**config.mk**
```make
export PLATFORM = sky130hd
export DESIGN_NAME = nbr_burst_read
export DESIGN_NICKNAME = d
export VERILOG_FILES = /design/src/rtl/nbr_pkg.sv /design/src/rtl/nbr_cfg_reg.sv /design/src/rtl/nbr_addr_step.sv /design/src/rtl/nbr_word_rom.sv /design/src/rtl/nbr_rd_fsm.sv /design/src/rtl/nbr_burst_read.sv
export SDC_FILE = /design/constraint.sdc
export NUM_CORES = 1
export LEC_CHECK = 0
export ABC_CLOCK_PERIOD_IN_PS = 7900
export CAP_MARGIN = 0
export CORE_MARGIN = 4
export CORE_UTILIZATION = 36
export CTS_CLUSTER_SIZE = 12
export DETAILED_ROUTE_END_ITERATION = 8
export DONT_BUFFER_PORTS = 1
export PLACE_DENSITY = 0.48
export SLEW_MARGIN = 20
export SYNTH_ARGS = -nofsm -noshare
export SYNTH_HDL_FRONTEND = slang
export SYNTH_HIERARCHICAL = 1
export SYNTH_SLANG_ARGS = --single-unit
export TNS_END_PERCENT = 30
```
**constraint.sdc**
```tcl
create_clock -name clk -period 7.9 [get_ports clk]
set_clock_uncertainty 0.15 [all_clocks]
set_input_delay 0 -clock clk [delete_from_list [all_inputs] [get_ports clk]]
set_output_delay 0 -clock clk [all_outputs]
set_load 0.1 [all_outputs]
```
**src/rtl/nbr_pkg.sv**
```systemverilog
package nbr_pkg;

  typedef enum logic [1:0] {
    BM_CONT  = 2'b00,
    BM_LEN8  = 2'b01,
    BM_LEN16 = 2'b10,
    BM_RSVD  = 2'b11
  } burst_mode_e;

  // Field order equals the bit order of the write port.
  typedef struct packed {
    logic        rdy_early;
    logic        wrap;
    burst_mode_e mode;
    logic [3:0]  wait_code;
  } rd_cfg_t;

  localparam rd_cfg_t CFG_RESET = '{rdy_early: 1'b1, wrap: 1'b0,
                                    mode: BM_CONT, wait_code: 4'b1011};

  typedef enum logic [1:0] {
    SQ_IDLE,
    SQ_WAIT,
    SQ_BEAT,
    SQ_GAP
  } seq_state_e;

  localparam int MAX_LEN = 16;

endpackage

```
**src/rtl/nbr_cfg_reg.sv**
```systemverilog
module nbr_cfg_reg
  import nbr_pkg::*;
(
  input  logic       clk,
  input  logic       rst_n,
  input  logic       wr_en,
  input  logic [7:0] wr_data,
  output rd_cfg_t    cfg
);

  rd_cfg_t cfg_q, cfg_d;

  always_comb begin
    cfg_d = cfg_q;
    if (wr_en) cfg_d = rd_cfg_t'(wr_data);
  end

  always_ff @(posedge clk or negedge rst_n) begin
    if (!rst_n) cfg_q <= CFG_RESET;
    else if (wr_en) cfg_q <= cfg_d;
  end

  assign cfg = cfg_q;

endmodule

```
**src/rtl/nbr_addr_step.sv**
```systemverilog
module nbr_addr_step
  import nbr_pkg::*;
#(
  parameter int ADDR_W   = 25,
  parameter int BANK_LSB = 21
) (
  input  logic [ADDR_W-1:0] cur_addr,
  input  burst_mode_e       mode,
  input  logic              wrap,
  output logic [ADDR_W-1:0] nxt_addr,
  output logic              bank_cross
);

  logic [ADDR_W-1:0] inc;
  logic [ADDR_W-1:0] grp_mask;
  logic              fixed_len;

  assign fixed_len = (mode == BM_LEN8) || (mode == BM_LEN16);
  assign grp_mask  = (mode == BM_LEN16) ? ADDR_W'(MAX_LEN - 1) : ADDR_W'(7);
  assign inc       = cur_addr + ADDR_W'(1);

  always_comb begin
    if (fixed_len && wrap) nxt_addr = (cur_addr & ~grp_mask) | (inc & grp_mask);
    else                   nxt_addr = inc;
  end

  assign bank_cross = !fixed_len && (nxt_addr[BANK_LSB-1:0] == '0);

endmodule

```
**src/rtl/nbr_word_rom.sv**
```systemverilog
module nbr_word_rom #(
  parameter int ADDR_W = 25,
  parameter int BUS_W  = 16
) (
  input  logic [ADDR_W-1:0] addr,
  output logic [BUS_W-1:0]  word
);

  localparam logic [BUS_W-1:0] SALT = BUS_W'(16'hA5C3);

  assign word = addr[BUS_W-1:0] ^ BUS_W'(addr >> BUS_W) ^ SALT;

endmodule

```
**src/rtl/nbr_rd_fsm.sv**
```systemverilog
module nbr_rd_fsm
  import nbr_pkg::*;
#(
  parameter int ADDR_W   = 25,
  parameter int BANK_LSB = 21,
  parameter int GAP_CYC  = 2
) (
  input  logic              clk,
  input  logic              rst_n,
  input  logic              chip_en,
  input  logic              addr_valid,
  input  logic [ADDR_W-1:0] cap_addr,
  input  rd_cfg_t           cfg_live,
  input  logic [ADDR_W-1:0] nxt_addr,
  input  logic              bank_cross,
  output logic [ADDR_W-1:0] cur_addr,
  output rd_cfg_t           act_cfg,
  output logic              data_valid,
  output logic              ready
);

  localparam int WAIT_TOP = (1 << $bits(cfg_live.wait_code)) + 1;
  localparam int CNT_MAX  = (WAIT_TOP > GAP_CYC) ? WAIT_TOP : GAP_CYC;
  localparam int CNT_W    = $clog2(CNT_MAX + 1);
  localparam int BEAT_W   = $clog2(MAX_LEN);

  seq_state_e        st_q, st_d;
  logic [CNT_W-1:0]  cnt_q, cnt_d;
  logic [ADDR_W-1:0] addr_q, addr_d;
  logic [BEAT_W-1:0] beat_q, beat_d;
  rd_cfg_t           cfg_q;
  logic              cap_en;
  logic              is_fixed;
  logic [BEAT_W-1:0] last_beat;
  logic              rdy_next;
  logic [ADDR_W-1:0] grp_mask;

  assign cap_en    = chip_en && addr_valid;
  assign is_fixed  = (cfg_q.mode == BM_LEN8) || (cfg_q.mode == BM_LEN16);
  assign last_beat = (cfg_q.mode == BM_LEN16) ? BEAT_W'(MAX_LEN - 1) : BEAT_W'(7);
  assign grp_mask  = (cfg_q.mode == BM_LEN16) ? ADDR_W'(MAX_LEN - 1) : ADDR_W'(7);

  always_comb begin
    st_d   = st_q;
    cnt_d  = cnt_q;
    addr_d = addr_q;
    beat_d = beat_q;
    if (!chip_en) begin
      st_d = SQ_IDLE;
    end else if (addr_valid) begin
      st_d   = SQ_WAIT;
      cnt_d  = CNT_W'(cfg_live.wait_code) + CNT_W'(2);
      addr_d = cap_addr;
      beat_d = '0;
    end else begin
      unique case (st_q)
        SQ_WAIT: begin
          if (cnt_q == '0) st_d = SQ_BEAT;
          else             cnt_d = cnt_q - CNT_W'(1);
        end
        SQ_BEAT: begin
          if (is_fixed && (beat_q == last_beat)) begin
            st_d = SQ_IDLE;
          end else begin
            addr_d = nxt_addr;
            beat_d = beat_q + BEAT_W'(1);
            if (bank_cross) begin
              st_d  = SQ_GAP;
              cnt_d = CNT_W'(GAP_CYC - 1);
            end
          end
        end
        SQ_GAP: begin
          if (cnt_q == '0) st_d = SQ_BEAT;
          else             cnt_d = cnt_q - CNT_W'(1);
        end
        default: st_d = SQ_IDLE;
      endcase
    end
  end

  always_ff @(posedge clk or negedge rst_n) begin
    if (!rst_n) begin
      st_q   <= SQ_IDLE;
      cnt_q  <= '0;
      addr_q <= '0;
      beat_q <= '0;
    end else begin
      st_q   <= st_d;
      cnt_q  <= cnt_d;
      addr_q <= addr_d;
      beat_q <= beat_d;
    end
  end

  // Settings are frozen at capture; writes in mid-burst wait for the next one.
  always_ff @(posedge clk or negedge rst_n) begin
    if (!rst_n)      cfg_q <= CFG_RESET;
    else if (cap_en) cfg_q <= cfg_live;
  end

  assign rdy_next = ((st_q == SQ_WAIT) && (cnt_q == '0)) ||
                    ((st_q == SQ_GAP)  && (cnt_q == '0)) ||
                    ((st_q == SQ_BEAT) && !(is_fixed && (beat_q == last_beat)) && !bank_cross);

  assign data_valid = (st_q == SQ_BEAT);
  assign ready      = cfg_q.rdy_early ? rdy_next : data_valid;
  assign cur_addr   = addr_q;
  assign act_cfg    = cfg_q;

  AST_ABORT_CLEARS: assert property (@(posedge clk) disable iff (!rst_n) !chip_en |=> !data_valid);
  AST_WRAP_IN_GROUP: assert property (@(posedge clk) disable iff (!rst_n) (st_q == SQ_BEAT && st_d == SQ_BEAT && is_fixed && cfg_q.wrap) |=> ((addr_q & ~grp_mask) == $past(addr_q & ~grp_mask)));
  AST_FIXED_LEN_BOUND: assert property (@(posedge clk) disable iff (!rst_n) (data_valid && is_fixed) |-> (beat_q <= last_beat));
  AST_NO_BANK_SKIP: assert property (@(posedge clk) disable iff (!rst_n) (data_valid && $past(data_valid) && !is_fixed) |-> (addr_q[ADDR_W-1:BANK_LSB] == $past(addr_q[ADDR_W-1:BANK_LSB])));
  AST_READY_LEADS: assert property (@(posedge clk) disable iff (!rst_n) ($rose(data_valid) && cfg_q.rdy_early) |-> $past(ready));

endmodule

```
**src/rtl/nbr_burst_read.sv**
```systemverilog
module nbr_burst_read
  import nbr_pkg::*;
#(
  parameter int ADDR_W  = 25,
  parameter int BUS_W   = 16,
  parameter int BANK_W  = 4,
  parameter int GAP_CYC = 2
) (
  input  logic              clk,
  input  logic              rst_n,
  input  logic              chip_en,
  input  logic              out_en,
  input  logic              addr_valid,
  input  logic [ADDR_W-BUS_W-1:0] addr_hi,
  input  logic [BUS_W-1:0]  bus_in,
  output logic [BUS_W-1:0]  bus_out,
  output logic              bus_drv_en,
  input  logic              cfg_we,
  input  logic [7:0]        cfg_wdata,
  output logic              data_valid,
  output logic              ready,
  output logic [ADDR_W-1:0] word_addr
);

  localparam int BANK_LSB = ADDR_W - BANK_W;

  logic [1:0]        rs_q;
  logic              rst_core_n;
  rd_cfg_t           cfg_live;
  rd_cfg_t           act_cfg;
  logic [ADDR_W-1:0] cur_addr;
  logic [ADDR_W-1:0] nxt_addr;
  logic              bank_cross;
  logic [BUS_W-1:0]  rom_word;

  // Reset asserts at once and is released two edges later.
  always_ff @(posedge clk or negedge rst_n) begin
    if (!rst_n) rs_q <= 2'b00;
    else        rs_q <= {rs_q[0], 1'b1};
  end
  assign rst_core_n = rs_q[1];

  nbr_cfg_reg u_cfg (
    .clk     (clk),
    .rst_n   (rst_core_n),
    .wr_en   (cfg_we),
    .wr_data (cfg_wdata),
    .cfg     (cfg_live)
  );

  nbr_addr_step #(.ADDR_W(ADDR_W), .BANK_LSB(BANK_LSB)) u_step (
    .cur_addr   (cur_addr),
    .mode       (act_cfg.mode),
    .wrap       (act_cfg.wrap),
    .nxt_addr   (nxt_addr),
    .bank_cross (bank_cross)
  );

  nbr_rd_fsm #(.ADDR_W(ADDR_W), .BANK_LSB(BANK_LSB), .GAP_CYC(GAP_CYC)) u_fsm (
    .clk        (clk),
    .rst_n      (rst_core_n),
    .chip_en    (chip_en),
    .addr_valid (addr_valid),
    .cap_addr   ({addr_hi, bus_in}),
    .cfg_live   (cfg_live),
    .nxt_addr   (nxt_addr),
    .bank_cross (bank_cross),
    .cur_addr   (cur_addr),
    .act_cfg    (act_cfg),
    .data_valid (data_valid),
    .ready      (ready)
  );

  nbr_word_rom #(.ADDR_W(ADDR_W), .BUS_W(BUS_W)) u_rom (
    .addr (cur_addr),
    .word (rom_word)
  );

  assign word_addr  = cur_addr;
  assign bus_out    = data_valid ? rom_word : '0;
  assign bus_drv_en = out_en && chip_en && data_valid;

endmodule

```
==> results_dict.tcl <==
set metrics [dict create \
    outcome "complete, no violations" \
    place_area_um2 3740 \
    ios 83 \
    clock_latency_ns 0.32 \
    grt_most_used_layer "met2" \
    htreeDepth 2 \
    final_max_slew_viol_count 0 \
    fmax_ghz 0.216 \
    numCtsBuffers 5 \
    final-seq-area_um2 1260 \
    crit_path_end_kind "register" \
    cts.path.max_buffers 2 \
    cp.required_ns 7.96 \
    antenna_found_initial 0 \
    start_kind "register" \
    final_cell_area_um2 4330 \
    place_hpwl_um 6270 \
    critPathSlowestCell "dfrtp_1" \
    grt_pass1_vias 2734 \
    rsz0062_at_grt "no" \
    grt_pass1_wl_um 14400 \
    fin_setup_tns_ns 0 \
    start_util_pct 36.9 \
    use_met3_pct 3.04 \
    firstDrtPassIters 4 \
    syn_area_um2 3600 \
    first_iter_violations 137 \
    tritoncts "built" \
    drc_errors 0 \
    viasPerCell 5.09 \
    clk_pin_slew_ns 0.11 \
    dieArea_um2 11700 \
    ys.warnings.count 6 \
    globalplace.congestion 0.805 \
    core_area_um2 9770 \
    fp.dieW_um 108 \
    crit_chain "ha_1 > nand3_1 > nor2_1 > nand4_1 > xnor2_1 > or4_1 > nor4b_2 > inv_1 > a2111o_1 > a21oi_4 > mux2_1" \
    hold_viol_final 0 \
    setup_viol 0 \
    critPathMaxStageDelay_ns 1.11 \
    n_antenna_cell 0 \
    peakVddDrop_v 0.000192 \
    core.rowCount 36 \
    drv_cap 0 \
    critPathTopFamily "simple AND/OR/NAND/NOR gates" \
    syn_avg_cell_area_um2 10.9 \
    cts_sinks 50 \
    layout-drive-gt1-share_pct 29.8 \
    relSlewSlack_pct 23.6 \
    fillers 960 \
    syn_nets 378 \
    grt_max_degree 49 \
    use_met1_pct 21.7 \
    vias 2623 \
    tightest_slew_ns 1.15 \
    grt_use_met2_pct 25.0 \
    layout.nets 427 \
    crit_fanout 8 \
    multi_input_area_um2 2170 \
    cp.arrival_ns 4.71 \
    root_buffer "clkbuf_8" \
    fin_crit_ns 4.64 \
    syn2layout_area_growth_pct 20.0 \
    hp-class "input port to register" \
    die_h_um 108 \
    postRouteAntennaNets 0 \
    grt_usage_pct 15.6 \
    total_power_uw 1280 \
    synthCells 332 \
    p_leak_uw 0.00183 \
    wire_per_inst_um 17.4 \
    path_buf_inv 1 \
    power_density_nw_per_um2 297 \
    drt-total-wl_um 8940 \
    finalCritPeriodShare_pct 58.7 \
    numPortBuffers 0 \
    grt_overflow_total 0 \
    critPathKind "register to register" \
]
-- what timing repair did --
item / CTS / global route
hold endpoints to repair: 50 / 0
resized for setup: 0 / 0
buffers inserted: 0 / 0
hold buffers: 48 / 0
-- flip-flops by register name (all words and copies together) (netlist names) --
name and count:
u_fsm/beat_q 4, rs_q 2, u_cfg/cfg 8, u_fsm/act_cfg 4, u_fsm/cnt_q 5, u_fsm/st_q 2
u_fsm/cur_addr 25
-- worst min-delay path, stage by stage --
cell and delay, ns:
nand2b_1 0.23, o21ai_0 0.11, o2bb2ai_1 0.13
-- through the flow --
step | std cells | setup WS [ns] | hold WS, ns | utilization, %
after floorplan | 332 | 3.65 | -0.446 | -
after global placement | 459 | 3.34 | -0.446 | 38.2
after detailed placement | 459 | 3.21 | -0.446 | 38.2
after CTS | 515 | 3.18 | 0.0291 | 44.3
after global routing | 515 | 2.92 | 0.0915 | 44.3
final | 515 | 3.26 | 0.0309 | 44.3
-- report_power, final --
part           leakage (uW)  switching (uW)  internal [uW]
Clock             0.0000506             103           66.6
Sequential         0.000593             287            313
Combinational       0.00119             300            215
-- worst paths after layout --
| kind | slack [ns] | endpoint | startpoint | cells past startpoint |
|---|---|---|---|---|
| worst max-delay path | 3.26 | u_fsm/cnt_q[1]$_DFFE_PN0P_ | u_fsm/cur_addr[1]$_DFFE_PN0P_ | 11 |
| worst min-delay path | 0.03 | u_fsm/cnt_q[4]$_DFFE_PN0P_ | addr_valid | 3 |
| worst max register to register | 3.26 | u_fsm/cnt_q[1]$_DFFE_PN0P_ | u_fsm/cur_addr[1]$_DFFE_PN0P_ | 11 |
| worst min register to register | 0.21 | rs_q[1]$_DFF_PN0_ | rs_q[0]$_DFF_PN0_ | 0 |
| max in group asynchronous | 6.90 | u_fsm/cur_addr[3]$_DFFE_PN0P_ | rs_q[1]$_DFF_PN0_ | 1 |
| min in group asynchronous | 0.24 | u_fsm/cur_addr[15]$_DFFE_PN0P_ | rs_q[1]$_DFF_PN0_ | 1 |
-- placed cells by master, fill, tap and decap left out, drive strengths merged, types with 6 or more instances in the layout --
cell type / instances
nand3: 12
a21oi: 8
and2: 17
and3: 6
buf: 12
o21ai: 7
nand4: 12
dfrtp: 45
dlygate4sd3: 47
xnor2: 24
nor2: 10
xor2: 10
nand2: 21
mux2: 66
inv: 18
ha: 7
-- cell type report --
class	instances	area share (%)
clock buffers	5	1.59
repair buffers	59	13.2
clock inverters	3	0.665
multi-input cells	249	50.1
inverters	16	1.39
well taps	133	3.85
flip-flops and latches	50	29.1
-- routing by layer --
layer,share of wire [%],vias up
li1,-,1277
met1,48,1268
met2,45,69
met3,5.4,9
met4,1.0,0
met5,0,-
Note: power is estimated with default switching activity, not from simulation.
